==> src/rtl/ftz_fmul_pkg.sv <==
package ftz_fmul_pkg;
   // Operand / result classification shared by all stages.
   typedef enum logic [1:0] {
      K_NUM  = 2'd0,
      K_ZERO = 2'd1,
      K_INF  = 2'd2,
      K_NAN  = 2'd3
   } fkind_e;
endpackage

==> src/rtl/ftz_fmul_unpack.sv <==
module ftz_fmul_unpack
   import ftz_fmul_pkg::*;
#(
   parameter int EXP_W = 7,
   parameter int MAN_W = 16,
   localparam int W  = 1 + EXP_W + MAN_W,
   localparam int SW = MAN_W + 1
) (
   input  logic [W-1:0]     op,
   output logic             sgn,
   output fkind_e           kind,
   output logic [EXP_W-1:0] ex,
   output logic [SW-1:0]    sig
);
   logic [EXP_W-1:0] ef;
   logic [MAN_W-1:0] mf;

   assign sgn = op[W-1];
   assign ef  = op[W-2 -: EXP_W];
   assign mf  = op[MAN_W-1:0];
   assign ex  = ef;
   assign sig = {1'b1, mf};

   // Exponent 0 covers both zero and subnormal: both become +0.
   always_comb begin
      if (ef == '0)
         kind = K_ZERO;
      else if (&ef)
         kind = (mf == '0) ? K_INF : K_NAN;
      else
         kind = K_NUM;
   end
endmodule

==> src/rtl/ftz_fmul_front.sv <==
module ftz_fmul_front
   import ftz_fmul_pkg::*;
#(
   parameter int EXP_W = 7,
   parameter int MAN_W = 16,
   localparam int SW = MAN_W + 1,
   localparam int PW = 2 * SW,
   localparam int XW = EXP_W + 2
) (
   input  fkind_e                  kind_a,
   input  fkind_e                  kind_b,
   input  logic                    sgn_a,
   input  logic                    sgn_b,
   input  logic [EXP_W-1:0]        ex_a,
   input  logic [EXP_W-1:0]        ex_b,
   input  logic [SW-1:0]           sig_a,
   input  logic [SW-1:0]           sig_b,
   output fkind_e                  kind,
   output logic                    sgn,
   output logic signed [XW-1:0]    exs,
   output logic [PW-1:0]           prod
);
   localparam logic signed [XW-1:0] BIAS_X = XW'((1 << (EXP_W - 1)) - 1);

   logic any_nan, any_inf, any_zero;

   assign any_nan  = (kind_a == K_NAN)  || (kind_b == K_NAN);
   assign any_inf  = (kind_a == K_INF)  || (kind_b == K_INF);
   assign any_zero = (kind_a == K_ZERO) || (kind_b == K_ZERO);

   // NaN dominates; infinity against a zero collapses to zero.
   always_comb begin
      if (any_nan)
         kind = K_NAN;
      else if (any_inf)
         kind = any_zero ? K_ZERO : K_INF;
      else if (any_zero)
         kind = K_ZERO;
      else
         kind = K_NUM;
   end

   assign sgn  = sgn_a ^ sgn_b;
   assign exs  = XW'(ex_a) + XW'(ex_b) - BIAS_X;
   assign prod = PW'(sig_a) * PW'(sig_b);
endmodule

==> src/rtl/ftz_fmul_back.sv <==
module ftz_fmul_back
   import ftz_fmul_pkg::*;
#(
   parameter int EXP_W = 7,
   parameter int MAN_W = 16,
   localparam int W  = 1 + EXP_W + MAN_W,
   localparam int SW = MAN_W + 1,
   localparam int PW = 2 * SW,
   localparam int XW = EXP_W + 2
) (
   input  fkind_e               kind,
   input  logic                 sgn,
   input  logic signed [XW-1:0] exs,
   input  logic [PW-1:0]        prod,
   output logic [W-1:0]         res
);
   localparam logic signed [XW-1:0] EMAX_X = XW'((1 << EXP_W) - 1);
   localparam logic signed [XW-1:0] ZERO_X = '0;
   localparam logic [W-1:0] NAN_C = {1'b0, {EXP_W{1'b1}}, 1'b1, {(MAN_W-1){1'b0}}};

   logic                 top;
   logic [PW-1:0]        norm;
   logic [SW-1:0]        kept;
   logic                 guard, sticky, rnd;
   logic [SW:0]          sum;
   logic signed [XW-1:0] adj, ef;
   logic                 unused_hidden;

   // Product of two [1,2) significands lies in [1,4): one-bit normalise.
   assign top    = prod[PW-1];
   assign norm   = top ? prod : {prod[PW-2:0], 1'b0};
   assign kept   = norm[PW-1 -: SW];
   assign guard  = norm[PW-1-SW];
   assign sticky = |norm[PW-2-SW:0];
   assign rnd    = guard & (sticky | kept[0]);
   assign sum    = {1'b0, kept} + (SW+1)'(rnd);
   assign adj    = XW'(top) + XW'(sum[SW]);
   assign ef     = exs + adj;
   assign unused_hidden = sum[MAN_W];

   always_comb begin
      unique case (kind)
         K_NAN:  res = NAN_C;
         K_INF:  res = {sgn, {EXP_W{1'b1}}, {MAN_W{1'b0}}};
         K_ZERO: res = '0;
         default: begin
            if (ef >= EMAX_X)
               res = {sgn, {EXP_W{1'b1}}, {MAN_W{1'b0}}};
            else if (ef <= ZERO_X)
               res = '0;
            else
               res = {sgn, ef[EXP_W-1:0], sum[MAN_W-1:0]};
         end
      endcase
   end
endmodule

==> src/rtl/ftz_fmul.sv <==
module ftz_fmul
   import ftz_fmul_pkg::*;
#(
   parameter int EXP_W   = 7,
   parameter int MAN_W   = 16,
   parameter int LATENCY = 2,
   localparam int W = 1 + EXP_W + MAN_W
) (
   input  logic         clk,
   input  logic         rst_n,
   input  logic         in_valid,
   output logic         in_ready,
   input  logic [W-1:0] in_a,
   input  logic [W-1:0] in_b,
   output logic         out_valid,
   input  logic         out_ready,
   output logic [W-1:0] out_res
);
   localparam int SW = MAN_W + 1;
   localparam int PW = 2 * SW;
   localparam int XW = EXP_W + 2;
   localparam logic [W-1:0] NAN_C = {1'b0, {EXP_W{1'b1}}, 1'b1, {(MAN_W-1){1'b0}}};

   generate
      if (LATENCY != 1 && LATENCY != 2) begin : g_bad_latency
         $error("ftz_fmul: LATENCY must be 1 or 2");
      end
      if (EXP_W < 3 || MAN_W < 2) begin : g_bad_format
         $error("ftz_fmul: EXP_W must be >= 3 and MAN_W >= 2");
      end
   endgenerate

   // Whole pipeline advances together whenever the output slot frees up.
   logic adv;
   assign adv      = !out_valid || out_ready;
   assign in_ready = adv;

   fkind_e             ka, kb;
   logic               sa, sb;
   logic [EXP_W-1:0]   ea, eb;
   logic [SW-1:0]      ma, mb;

   ftz_fmul_unpack #(.EXP_W(EXP_W), .MAN_W(MAN_W)) u_unpack_a (
      .op(in_a), .sgn(sa), .kind(ka), .ex(ea), .sig(ma));
   ftz_fmul_unpack #(.EXP_W(EXP_W), .MAN_W(MAN_W)) u_unpack_b (
      .op(in_b), .sgn(sb), .kind(kb), .ex(eb), .sig(mb));

   fkind_e               f_kind;
   logic                 f_sgn;
   logic signed [XW-1:0] f_exs;
   logic [PW-1:0]        f_prod;

   ftz_fmul_front #(.EXP_W(EXP_W), .MAN_W(MAN_W)) u_front (
      .kind_a(ka), .kind_b(kb), .sgn_a(sa), .sgn_b(sb),
      .ex_a(ea), .ex_b(eb), .sig_a(ma), .sig_b(mb),
      .kind(f_kind), .sgn(f_sgn), .exs(f_exs), .prod(f_prod));

   fkind_e               b_kind;
   logic                 b_sgn;
   logic signed [XW-1:0] b_exs;
   logic [PW-1:0]        b_prod;
   logic                 b_valid;
   logic [W-1:0]         b_res;

   generate
      if (LATENCY == 1) begin : g_one_stage
         assign b_kind  = f_kind;
         assign b_sgn   = f_sgn;
         assign b_exs   = f_exs;
         assign b_prod  = f_prod;
         assign b_valid = in_valid;

         // an accepted pair lands on the output at the next edge.
         p_accept_r10: assert property (@(posedge clk) disable iff (!rst_n)
            (in_valid && in_ready) |=> out_valid);
      end else begin : g_two_stage
         fkind_e               kind_q;
         logic                 sgn_q;
         logic signed [XW-1:0] exs_q;
         logic [PW-1:0]        prod_q;
         logic                 vld_q;

         always_ff @(posedge clk or negedge rst_n) begin
            if (!rst_n) begin
               kind_q <= K_ZERO;
               sgn_q  <= 1'b0;
               exs_q  <= '0;
               prod_q <= '0;
               vld_q  <= 1'b0;
            end else if (adv) begin
               kind_q <= f_kind;
               sgn_q  <= f_sgn;
               exs_q  <= f_exs;
               prod_q <= f_prod;
               vld_q  <= in_valid;
            end
         end

         assign b_kind  = kind_q;
         assign b_sgn   = sgn_q;
         assign b_exs   = exs_q;
         assign b_prod  = prod_q;
         assign b_valid = vld_q;

         // an accepted pair occupies the middle stage after one edge.
         p_accept_r10: assert property (@(posedge clk) disable iff (!rst_n)
            (in_valid && in_ready) |=> vld_q);
      end
   endgenerate

   ftz_fmul_back #(.EXP_W(EXP_W), .MAN_W(MAN_W)) u_back (
      .kind(b_kind), .sgn(b_sgn), .exs(b_exs), .prod(b_prod), .res(b_res));

   always_ff @(posedge clk or negedge rst_n) begin
      if (!rst_n) begin
         out_valid <= 1'b0;
         out_res   <= '0;
      end else if (adv) begin
         out_valid <= b_valid;
         out_res   <= b_res;
      end
   end

   // a zero exponent on the output only ever appears as +0.
   p_plus_zero_r5: assert property (@(posedge clk) disable iff (!rst_n)
      (out_valid && out_res[W-2 -: EXP_W] == '0) |-> (out_res == '0));

   // any NaN leaving the block is the canonical one.
   p_nan_canon_r7: assert property (@(posedge clk) disable iff (!rst_n)
      (out_valid && (&out_res[W-2 -: EXP_W]) && out_res[MAN_W-1:0] != '0)
      |-> (out_res == NAN_C));

   // a refused result stays put.
   p_hold_r9: assert property (@(posedge clk) disable iff (!rst_n)
      (out_valid && !out_ready) |=> (out_valid && $stable(out_res)));
endmodule

==> config.mk <==
export PLATFORM = sky130hd
export DESIGN_NAME = ftz_fmul
export DESIGN_NICKNAME = d
export VERILOG_FILES = /design/src/rtl/ftz_fmul_pkg.sv /design/src/rtl/ftz_fmul_unpack.sv /design/src/rtl/ftz_fmul_front.sv /design/src/rtl/ftz_fmul_back.sv /design/src/rtl/ftz_fmul.sv
export SDC_FILE = /design/constraint.sdc
export NUM_CORES = 1
export LEC_CHECK = 0
export BUFFER_PORTS_ARGS = -buffer_cell sky130_fd_sc_hd__buf_2
export CORE_AREA = 2 2 152 154
export CTS_BUF_LIST = sky130_fd_sc_hd__clkbuf_16
export DETAILED_ROUTE_END_ITERATION = 12
export DIE_AREA = 0 0 154 156
export PLACE_DENSITY = 0.8
export SLEW_MARGIN = 30
export SYNTH_ARGS = -nofsm -noshare
export SYNTH_HDL_FRONTEND = slang
export SYNTH_SLANG_ARGS = --single-unit
==> constraint.sdc <==
create_clock -name clk -period 4.1 [get_ports clk]
set_clock_uncertainty 0.05 [all_clocks]
set_input_delay 0.615 -clock clk [delete_from_list [all_inputs] [get_ports clk]]
set_output_delay 0.615 -clock clk [all_outputs]
set_load 0.01 [all_outputs]
## Word-level counts from Yosys, hierarchy flattened

Index checks and enable logic that the tools add are counted.

| cells by class | value |
|---|---|
| multipliers | 1 |
| reduce and logical (&&, ||, !) cells | 12 |
| bitwise operators | 3 |
| magnitude comparators | 2 |
| add/sub/neg operators | 5 |
| mux-type cells | 14 |
| eq/ne operators | 9 |

Operator list:

| operator | number |
|---|---|
| case mux 24 bit (3 select lines) | 1 |
| two-way mux 24 bit | 2 |
| multiplier 17 x 17 -> 34 bit | 1 |
| two-way mux 34 bit | 1 |
| logical NOT 16 bit | 2 |
| adder 17 x 1 -> 18 bit | 1 |
| OR reduction 16 bit | 1 |
| logical NOT 7 bit | 2 |
| two-way mux 2 bit | 7 |
| AND reduction 7 bit | 2 |
| equality test 2 bit, second input constant | 6 |
| adder 9 bit | 1 |
| >= comparator 9 x 8 -> 1 bit, second input constant | 1 |
| <= comparator 9 x 1 -> 1 bit, second input constant | 1 |
| subtractor 9 x 6 -> 9 bit, second input constant | 1 |
| adder 7 x 7 -> 8 bit | 1 |
| equality test 2 x 1 -> 1 bit, second input constant | 3 |
| logical OR 1 bit | 4 |
| two-way mux 1 bit | 3 |
| adder 1 x 1 -> 2 bit | 1 |
| bitwise AND 1 bit | 1 |
| logical NOT 1 bit | 1 |
| OR 1 bit | 1 |
| XOR 1 bit | 1 |

| word-level totals | value |
|---|---|
| word-level logic and storage cells | 53 |
| flip-flop bits (word level) | 72 |

## Logic depth before layout (Yosys ltp)

Gate-level depths: netlist of the first run.

| logic depth | value |
|---|---|
| word-level depth | 11 |
| depth in mapped cells | 23 |
| gate-level depth less buffers | 22 |

## Modules after synthesis

A second synthesis of the first run with hierarchy kept.

| second synthesis, totals | value |
|---|---|
| cell total of the unflattened synthesis | 1,566 |
| area total of the unflattened synthesis | 14,736.6 um^2 |

Modules (own cells, without submodules):

| module | cells each | times used | area each (um^2) | seq. area each (um^2) |
|---|---|---|---|---|
| ftz_fmul_front | 1,162 | 1 | 9,948.3 | 0.0 |
| ftz_fmul | 153 | 1 | 3,037.9 | 1,803.0 |
| ftz_fmul_back | 177 | 1 | 1,184.9 | 0.0 |
| ftz_fmul_unpack | 37 | 2 | 282.8 | 0.0 |

## Least setup slack after synthesis of the first run

No wires, ideal clock.

| path | value |
|---|---|
| path type | input -> register |
| start | in in_b[10] |
| end | reg g_two_stage.prod_q[31] (netlist: b_prod[31]) |
| stages | 22 |
| data arrival time | 6,054 ps |
| required time | 3,927 ps |
| setup slack | -2,126 ps |
| cells stage by stage | clkbuf_1 clkbuf_1 nand2_1 fa_1 inv_1 fa_1 inv_1 fa_1 inv_1 fa_1 fa_1 inv_1 fa_1 inv_1 ha_1 a21oi_1 nand2_1 nor4_4 o211ai_2 o21a_1 a2111o_1 o221a_2 |

| on the way | value |
|---|---|
| word-level cells in the longest chain between the ends | 1 |

RTL lines:

| what | RTL line | text |
|---|---|---|
| start, declared | ftz_fmul.sv:14 | `input logic [W-1:0] in_b,` |
| multiplier 17 x 17 -> 34 bit | ftz_fmul_front.sv:45 | `assign prod = PW'(sig_a) * PW'(sig_b);` |
| end signal, assigned | ftz_fmul.sv:94 | `prod_q <= f_prod;` |
| end, declared | ftz_fmul.sv:80 | `logic [PW-1:0] prod_q;` |

No other way between the ends.
A chain may end at the register's enable or synchronous reset.

## Final worst setup path of the first run

| path | value |
|---|---|
| start | in in_b[7] |
| end | reg g_two_stage.prod_q[31] (netlist: b_prod[31]) |

The elaborated chain is that of the path after synthesis.

==> metrics.cfg, run 1 <==
[sta]
setup_violations=26
hold_viol_final=0
tightest_slew_ns=0.697
relSlewSlack=0.535
slew_violations=0
grt_setup_unrepaired=yes
fin_ws_ns=-1.49
finalCriticalPeriod_ns=5.59
fin_crit_sh=1.36
fmax_ghz=0.179

[global_routing]
grt_max_degree=54
track_usage=0.316
grt_first_pass_wirelength_mm=60.3
grt_pass1_vias=12600
grt_overflow_total=0
antenna_found_initial=1

[synthesis]
synthAdderAreaFrac=0.440
synth_compound_area_frac=0.0965
synth-seq-cells=72
ys_types=79
synth.yosys.warnings=0
synth_top_family_by_area=adder cells
synthXorXnorAreaFrac=0.0372
syn-num-nets=1948
synth_edf_count=0
synth-simple-area-share=0.177
yosysSeqAreaShare=0.132
synth_top_flop_cell=dfrtp_1
synthMuxAreaShare=0.0120
synth_async_sr_flop_share=1.00
synth_cells=1551
synth_area_mm2=0.0137
syn_avg_cell_area_um2=8.81

[placement]
dp_hpwl_mm=29.1
port_buffers=77
dp_worst_setup_slack_ns=-1.93
gp_congestion=0.929

[worst_setup_path]
criticalPathCategory=in2reg
cp.required_ns=4.28
endpoint_kind=flip-flop
critPathMaxFanout=9
worstSetupStartpointType=primary input
crit_arrival_ns=5.77

[detailed_routing]
ant_nets=0
wire_per_inst_um=18.2
num_vias=11800
viasPerCell=5.72
drc=0
drt-pass1-iter-count=7
drt_iter0_markers=819
wirelength_mm=37.7

[floorplanning]
io_pins=78
core_area_mm2=0.0224
die_y_um=156
die_w_um=154
start_util=0.611
die_area_mm2=0.0240
rows=55

[final_layout]
final_core_util=0.768
area_growth_syn_to_layout_pct=25.8
nets=2177
diodes=0
layout-drive-gt1-share=0.273

[clocking]
clock-root-buffer=clkbuf_16
h-tree-depth=3
tritoncts=built
cts_sinks=72
clk_latency_ns=0.34
numCtsBuffers=9
clkTransAtPathRegs_ns=0.06
clock_path_buffers=2
postCtsHoldBufs=0

[run_status]
violations=setup timing
status=complete, but fails checks

[min_path]
min_path_type=in2async

[flow_run]
max_cap_violations=0

==> area by class of cell <==
type	instances	area, um^2
clock buffers	9	225
clock inverters	7	63.8
fillers	1434	5180
inverters	293	1100
multi-input cells	1115	11300
flip-flops and latches	72	1800
well taps	285	357
repair buffers	289	2340
==> through the flow <==
step / std cells / instance area [um^2] / hold slack, ns / TNS (ns)
6_report: 2070 / 17200 / 0.200 / -30.45
3_5_place_dp: 2035 / 15900 / 0.398 / -42.51
5_1_grt: 2070 / 17200 / 0.251 / -34.38
4_1_cts: 2058 / 16800 / 0.401 / -28.04
2_1_floorplan: 1551 / 14200 / 0.269 / -28.99
3_3_place_gp: 2035 / 15900 / 0.390 / -40.42
==> Yosys cell counts, drive strengths merged, types with 3 or more instances <==
| cell type | instances | area share |
|---|---|---|
| o21ai | 32 | 0.012 |
| o31ai | 9 | 0.0049 |
| nor2b | 9 | 0.0041 |
| o211ai | 14 | 0.0081 |
| a22oi | 3 | 0.0016 |
| a211oi | 10 | 0.0062 |
| dfrtp | 71 | 0.13 |
| nand2b | 6 | 0.0033 |
| a22o | 15 | 0.0096 |
| clkbuf | 59 | 0.017 |
| a21o | 16 | 0.0088 |
| nor3 | 16 | 0.0059 |
| fa | 226 | 0.33 |
| and3 | 7 | 0.0033 |
| xor2 | 31 | 0.020 |
| a31oi | 4 | 0.0018 |
| nand2 | 234 | 0.064 |
| nor2 | 56 | 0.016 |
| o21bai | 4 | 0.0022 |
| xnor2 | 27 | 0.017 |
| mux2 | 3 | 0.0025 |
| nor4b | 3 | 0.0019 |
| a21oi | 56 | 0.021 |
| inv | 292 | 0.080 |
| and2 | 98 | 0.045 |
| o21a | 8 | 0.0044 |
| nand3 | 27 | 0.010 |
| ha | 119 | 0.11 |
| nor3b | 3 | 0.0020 |
| mux2i | 13 | 0.0095 |
| nor4 | 15 | 0.0080 |
| buf | 12 | 0.0071 |
| nand4 | 13 | 0.0060 |
| a21boi | 3 | 0.0016 |
==> state kept, by name, indices dropped and copies added, names as in the netlist <==
register and cells:
b_prod 34, out_valid 1, b_kind 2, b_valid 1, out_res 24, b_sgn 1
b_exs 9
==> critical path: stages <==
cell and delay [ns]:
buf_8 0.12, and2_4 0.16, fa_1 0.54, inv_1 0.06
fa_1 0.47, fa_1 0.49, inv_1 0.06, fa_1 0.48
fa_1 0.49, inv_1 0.05, fa_1 0.52, inv_2 0.05
ha_4 0.22, a21oi_4 0.19, nand2_4 0.09, nor4_4 0.23
o211ai_2 0.16, o21a_1 0.23, a2111o_1 0.40, o221a_2 0.14
==> cell families (layout without fill, tap and decap cells) <==
kind of cell | after synthesis | in the layout
AND/OR/NAND/NOR | 500 | 500
buffers and inverters | 364 | 598
AO/OA/AOI/OAI | 196 | 196
multiplexers | 16 | 16
flip-flops | 72 | 72
adder cells (fa/ha/maj) | 345 | 345
XOR/XNOR | 58 | 58
==> routing by layer <==
| layer | up-vias | wire length, um | GRT usage |
|---|---|---|---|
| met5 | - | 0 | 0 |
| met4 | 0 | 1670 | 0.146 |
| met3 | 142 | 2510 | 0.0575 |
| met2 | 477 | 19100 | 0.557 |
| met1 | 5883 | 14400 | 0.378 |
| li1 | 5347 | - | - |
==> cell usage in the layout (no fill, tap or decap), types with 9 or more instances in the layout <==
master and n:
nor3_1 13, a21o_1 16, o21ai_0 17, a21oi_1 39, a22o_1 15, buf_8 10, buf_6 44, buf_4 177
inv_1 265, ha_4 21, nand2_2 9, clkbuf_16 9, nand3_1 26, and2_1 77, and2_4 21, nor4_1 14
a21oi_2 11, xor2_1 31, nand2_1 220, nor2_1 49, inv_2 27, buf_2 51, mux2i_1 13, dfrtp_1 70
fa_2 13, o211ai_1 13, xnor2_1 21, nand4_1 13, fa_1 213, ha_1 94
==> worst paths after layout <==
check / start / endpoint / slack [ns] / cells after the start
setup reg to reg: b_prod[33] / out_res[10] / 0.25 / 17
min in group clk: b_valid / b_valid / 0.41 / 2
hold / removal: rst_n / out_res[8] / 0.20 / 1
setup / recovery: in_b[7] / b_prod[31] / -1.49 / 20
max in group asynchronous: rst_n / b_prod[19] / 3.00 / 2
hold reg to reg: b_valid / b_valid / 0.41 / 2
==> timing repair <==
item	CTS	global route
gates cloned	1	1
buffers inserted	7	13
pin swaps	69	52
resized for setup	146	77
hold endpoints to repair	0	0
endpoints found under the setup margin	27	48
Power of run 1 is left out: the tool's default activity adds up to more than one toggle a clock period on the data nets, which glitch-free logic cannot reach.
==> run 2: changes to the inputs <==
- CORE_AREA: 2 2 152 154 -> 2 2 158 160
- DIE_AREA: 0 0 154 156 -> 0 0 160 162
- PLACE_DENSITY: 0.8 -> 0.79
- SYNTH_HIERARCHICAL: default -> 1
==> metrics.cfg, run 2 <==
[final_layout]
diodes=0  ; unchanged
final_core_util=0.752  ; -0.0165
final_common_cell=inv_1
n_fill_cell=1579  ; +10%
nets=2166  ; -0.51%
largest_register_ffs=34  ; unchanged
layout-drive-gt1-share=0.337  ; +0.0643
area_growth_syn_to_layout_pct=23.0
layout_common_cells=260 x inv_1, 211 x fa_1, 183 x nand2_1

[worst_setup_path]
cp.required_ns=4.26  ; -0.02 ns
endpoint_kind=flip-flop
worstSetupStartpointType=primary input
criticalPathCategory=in2reg
crit_arrival_ns=5.94  ; +0.17 ns
critPathMaxFanout=5  ; -4

[synthesis]
synth-seq-cells=72  ; unchanged
yosys-top-cells-area=fa_1 31%, dfrtp_1 12%, ha_1 11%, inv_1 7.5%, mux2_4 6.9%
synth_cells=1566  ; +0.97%
syn_avg_cell_area_um2=9.41  ; +6.9%
ys_top_cells_by_count=294 x inv_1, 226 x fa_1, 201 x nand2_1
synth_top_area_frac=0.307  ; -0.0242
synth_area_mm2=0.0147  ; +7.9%
synth_async_sr_flop_share=1.00  ; unchanged
synth_edf_count=0  ; unchanged
synth_top_flop_cell=dfrtp_1
syn-num-nets=1969  ; +1.1%
yosysMostFrequentCell=inv_1
ys_types=71  ; -10%
yosysSeqAreaShare=0.122  ; -0.00966
synth_area_leader_cell=fa_1
synth.yosys.warnings=6  ; +6

[clocking]
clk_latency_ns=0.34  ; about the same
clock_path_buffers=2  ; unchanged
numCtsBuffers=9  ; unchanged
tritoncts=built
cts_sinks=72  ; unchanged
clock-root-buffer=clkbuf_16
h-tree-depth=3  ; unchanged
clkTransAtPathRegs_ns=0.06  ; about the same

[placement]
dp_hpwl_mm=29.0  ; -0.53%
dp_worst_setup_slack_ns=-2.10  ; -0.164 ns
port_buffers=77  ; unchanged
gp_congestion=0.929  ; about the same

[global_routing]
grt_overflow_total=0  ; unchanged
grt_pass1_vias=12400  ; -2.2%
grt_first_pass_wirelength_mm=59.6  ; -1.1%
antenna_found_initial=0  ; -1
track_usage=0.284  ; -0.0318
grt_max_degree=47  ; -13%

[sta]
hold_viol_final=0  ; unchanged
grt_setup_unrepaired=yes
fin_ws_ns=-1.67  ; -0.188 ns
fmax_ghz=0.173  ; -3.3%
slew_violations=0  ; unchanged
setup_tns_ns=-36.66  ; -6.22 ns
setup_violations=28  ; +7.7%
finalCriticalPeriod_ns=5.77  ; +0.188 ns
tightest_slew_ns=0.724  ; +0.0269 ns
relSlewSlack=0.514  ; -0.0209
fin_crit_sh=1.41  ; +0.0458

[floorplanning]
die_area_mm2=0.0259  ; +7.9%
rows=57  ; +3.6%
core_area_mm2=0.0241  ; +7.8%
die_w_um=160  ; +3.9%
start_util=0.611  ; +0.000651
die_y_um=162  ; +3.8%
io_pins=78  ; unchanged

[min_path]
min_path_type=in2async

[flow_run]
max_cap_violations=0  ; unchanged

[detailed_routing]
viasPerCell=5.56  ; -2.8%
num_vias=11600  ; -1.8%
ant_nets=0  ; unchanged
drc=0  ; unchanged
wire_per_inst_um=18.2  ; -0.18%
drt-pass1-iter-count=5  ; -2
wirelength_mm=38.0  ; +0.88%
drt_iter0_markers=697  ; -15%

[run_status]
violations=setup timing
status=complete, but fails checks

run 2: cell count changes after synthesis, moves of 26 or more:
cell | before | now
mux2_4 | 0 | 68
nand2_1 | 234 | 201
and2_1 | 98 | 124
buf_4 | 5 | 54
run 2: layer usage:
layer | up-vias | GRT usage | routed length, um
li1 | 5235 | - | -
met1 | 5873 | 0.351 | 15100
met2 | 419 | 0.517 | 19600
met3 | 114 | 0.0332 | 1720
met4 | 0 | 0.102 | 1510
met5 | - | 0 | 0
run 2: final cells by class:
type                            count  area [um^2]  area share
Timing Repair Buffer              295         2430       0.134
Tap cell                          324          405      0.0224
Inverter                          294         1100      0.0609
Clock inverter                      7         87.6     0.00483
Sequential cell                    72         1800      0.0996
Clock buffer                        9          225      0.0124
Multi-Input combinational cell   1091        12100       0.666
run 2: path summary, 6_finish.rpt:
path / from / end / slack (ns) / cells past startpoint
worst max-delay path: in_a[7] / b_prod[17] / -1.67 / 21
worst min-delay path: rst_n / b_exs[7] / 0.22 / 1
min in group clk: b_valid / out_valid / 0.43 / 1
worst min register to register: b_valid / out_valid / 0.43 / 1
worst max register to register: b_prod[33] / out_res[9] / 0.04 / 16
max in group asynchronous: rst_n / out_res[17] / 3.01 / 2
run 2: what timing repair did:
| item | 4_1_cts | 5_1_grt |
|---|---|---|
| gates resized for setup | 149 | 102 |
| cloned | 1 | 0 |
| buffers inserted | 19 | 23 |
| pin swaps | 52 | 64 |
| setup endpoints to repair | 43 | 46 |
| hold buffers | 0 | 0 |
run 2: critical path, cell delays in order:
cell and delay, ns:
buf_8 0.10, buf_6 0.11, and2_1 0.16, fa_1 0.51, inv_1 0.06, fa_1 0.46
fa_1 0.48, inv_1 0.05, fa_1 0.48, fa_1 0.49, inv_1 0.05, fa_1 0.49
inv_1 0.07, ha_4 0.28, a21oi_4 0.19, nand2_2 0.10, a221oi_4 0.55, buf_4 0.23
o21ai_2 0.06, xor2_1 0.14, mux2_4 0.26
run 2: kinds of logic after synthesis:
| kind of cell | count (synthesis) | synth area share |
|---|---|---|
| flops | 72 | 0.122 |
| fa+ha+maj | 351 | 0.413 |
| xor+xnor | 58 | 0.0345 |
| buf+inv | 403 | 0.126 |
| other cells | 2 | 0.000510 |
| mux | 83 | 0.0799 |
| simple gates | 468 | 0.162 |
| compound gates | 129 | 0.0611 |
run 2: stage by stage:
| stage | cell area (um^2) | hold slack, ns | instances |
|---|---|---|---|
| floorplan | 15400 | 0.269 | 1566 |
| global placement | 16600 | 0.388 | 2043 |
| detailed placement | 16600 | 0.412 | 2043 |
| CTS | 17600 | 0.230 | 2076 |
| global route | 18100 | 0.265 | 2092 |
| finish | 18100 | 0.219 | 2092 |
Power of run 2 is left out for the same reason.
==> run 3: changes to the inputs <==
- CORE_AREA: 2 2 158 160 -> 2 2 152 154
- DIE_AREA: 0 0 160 162 -> 0 0 154 156
- PLACE_DENSITY: 0.79 -> 0.8
- RECOVER_POWER: default -> 100
- SYNTH_HIERARCHICAL: 1 -> default
==> metrics.cfg, run 3 (synthesized netlist as in run 1, its figures left out) <==
[run_status]
status=complete, but fails checks
violations=capacitance limit, slew limit, setup timing

[placement]
dp_hpwl_mm=29.1  ; +0.53%
place_inst=2035  ; -0.39%
port_buffers=77  ; unchanged
gp_congestion=0.929  ; about the same

[final_layout]
largest_register_ffs=34  ; unchanged
final_common_cell=inv_1
area_growth_syn_to_layout_pct=25.5
nets=2177  ; +0.51%
layout_common_cells=265 x inv_1, 220 x nand2_1, 213 x fa_1
diodes=0  ; unchanged
layout-drive-gt1-share=0.258  ; -0.0788
final_cell_count_no_fill=2070  ; -1.1%
final_core_util=0.767  ; +0.0149

[floorplanning]
core_area_mm2=0.0224  ; -7.2%
start_util=0.611  ; -0.000651
die_y_um=156  ; -3.7%
die_area_mm2=0.0240  ; -7.3%
die_w_um=154  ; -3.8%
io_pins=78  ; unchanged
rows=55  ; -3.5%

[detailed_routing]
ant_nets=0  ; unchanged
drt_iter0_markers=819  ; +18%
wirelength_mm=37.7  ; -0.87%
viasPerCell=5.73  ; +3.0%
num_vias=11900  ; +1.9%
wire_per_inst_um=18.2  ; +0.19%
drc=0  ; unchanged
drt-pass1-iter-count=9  ; +4

[min_path]
min_path_type=reg2reg

[global_routing]
track_usage=0.316  ; +0.0318
grt_max_degree=54  ; +15%
grt_overflow_total=0  ; unchanged
antenna_found_initial=1  ; +1
grt_pass1_vias=12600  ; +2.2%
grt_first_pass_wirelength_mm=60.3  ; +1.2%

[sta]
fmax_ghz=0.179  ; +3.4%
setup_violations=26  ; -7.1%
slew_violations=43  ; +43
grt_setup_unrepaired=yes
tightest_slew_ns=2.22  ; +1.49 ns
hold_viol_final=0  ; unchanged
whs_ns=0.409  ; +0.191 ns
fin_crit_sh=1.36  ; -0.0462
finalCriticalPeriod_ns=5.59  ; -0.190 ns
relSlewSlack=-0.478  ; -0.992
fin_ws_ns=-1.49  ; +0.190 ns

[clocking]
tritoncts=built
cts_sinks=72  ; unchanged
numCtsBuffers=9  ; unchanged
clock_path_buffers=2  ; unchanged
clock-root-buffer=clkbuf_16
clk_latency_ns=0.34  ; about the same
h-tree-depth=3  ; unchanged
postCtsHoldBufs=0  ; unchanged
clkTransAtPathRegs_ns=0.06  ; about the same

[worst_setup_path]
critPathMaxFanout=9  ; +4
crit_arrival_ns=5.76  ; -0.18 ns
criticalPathCategory=in2reg
cp.required_ns=4.28  ; +0.02 ns
worstSetupStartpointType=primary input
endpoint_kind=flip-flop

[flow_run]
max_cap_violations=1  ; +1

==> run 3: layout make-up <==
cell class              instances  area [um^2]
clock buffers                   9          225
clock inverters                 7         63.8
fillers                      1448         5220
inverters                     293         1100
multi-input cells            1115        11300
flip-flops and latches         72         1800
well taps                     285          357
repair buffers                289         2310
==> run 3: path summary, 6_finish.rpt <==
kind | startpoint | endpoint | slack, ns | depth (start not counted)
hold reg to reg | b_valid | b_valid | 0.41 | 2
max in group asynchronous | rst_n | b_prod[16] | 1.41 | 2
setup reg to reg | b_prod[33] | out_res[10] | 0.24 | 17
hold / removal | b_valid | b_valid | 0.41 | 2
setup / recovery | in_b[7] | b_prod[31] | -1.49 | 20
min in group asynchronous | rst_n | out_res[8] | 0.87 | 1
==> run 3: worst max-delay path: stages <==
cell and delay [ns]:
buf_8 0.12, and2_4 0.16, fa_1 0.54, inv_1 0.06
fa_1 0.47, fa_1 0.49, inv_1 0.06, fa_1 0.48
fa_1 0.49, inv_1 0.05, fa_1 0.52, inv_2 0.05
ha_4 0.22, a21oi_4 0.19, nand2_4 0.09, nor4_4 0.23
o211ai_2 0.16, o21a_1 0.23, a2111o_1 0.40, o221a_2 0.14
==> run 3: metrics by stage <==
| step | setup WS [ns] | setup TNS [ns] | area [um^2] |
|---|---|---|---|
| after floorplan | -1.58 | -28.99 | 14200 |
| after global placement | -1.83 | -40.42 | 15900 |
| after detailed placement | -1.93 | -42.51 | 15900 |
| after CTS | -1.40 | -28.04 | 16800 |
| after global routing | -1.63 | -34.38 | 17100 |
| final | -1.49 | -30.50 | 17100 |
==> run 3: layer usage <==
layer / global-route usage / up-vias / wire [um]
li1: - / 5351 / -
met1: 0.378 / 5904 / 14400
met2: 0.557 / 466 / 19100
met3: 0.0575 / 142 / 2460
met4: 0.146 / 0 / 1650
met5: 0 / - / 0
==> run 3: timing repair <==
| action | in CTS | in global routing |
|---|---|---|
| pin swaps | 69 | 52 |
| buffers inserted | 7 | 13 |
| gates cloned | 1 | 1 |
| resized for setup | 146 | 77 |
| setup endpoints to repair | 27 | 48 |
Power of run 3 is left out for the same reason.
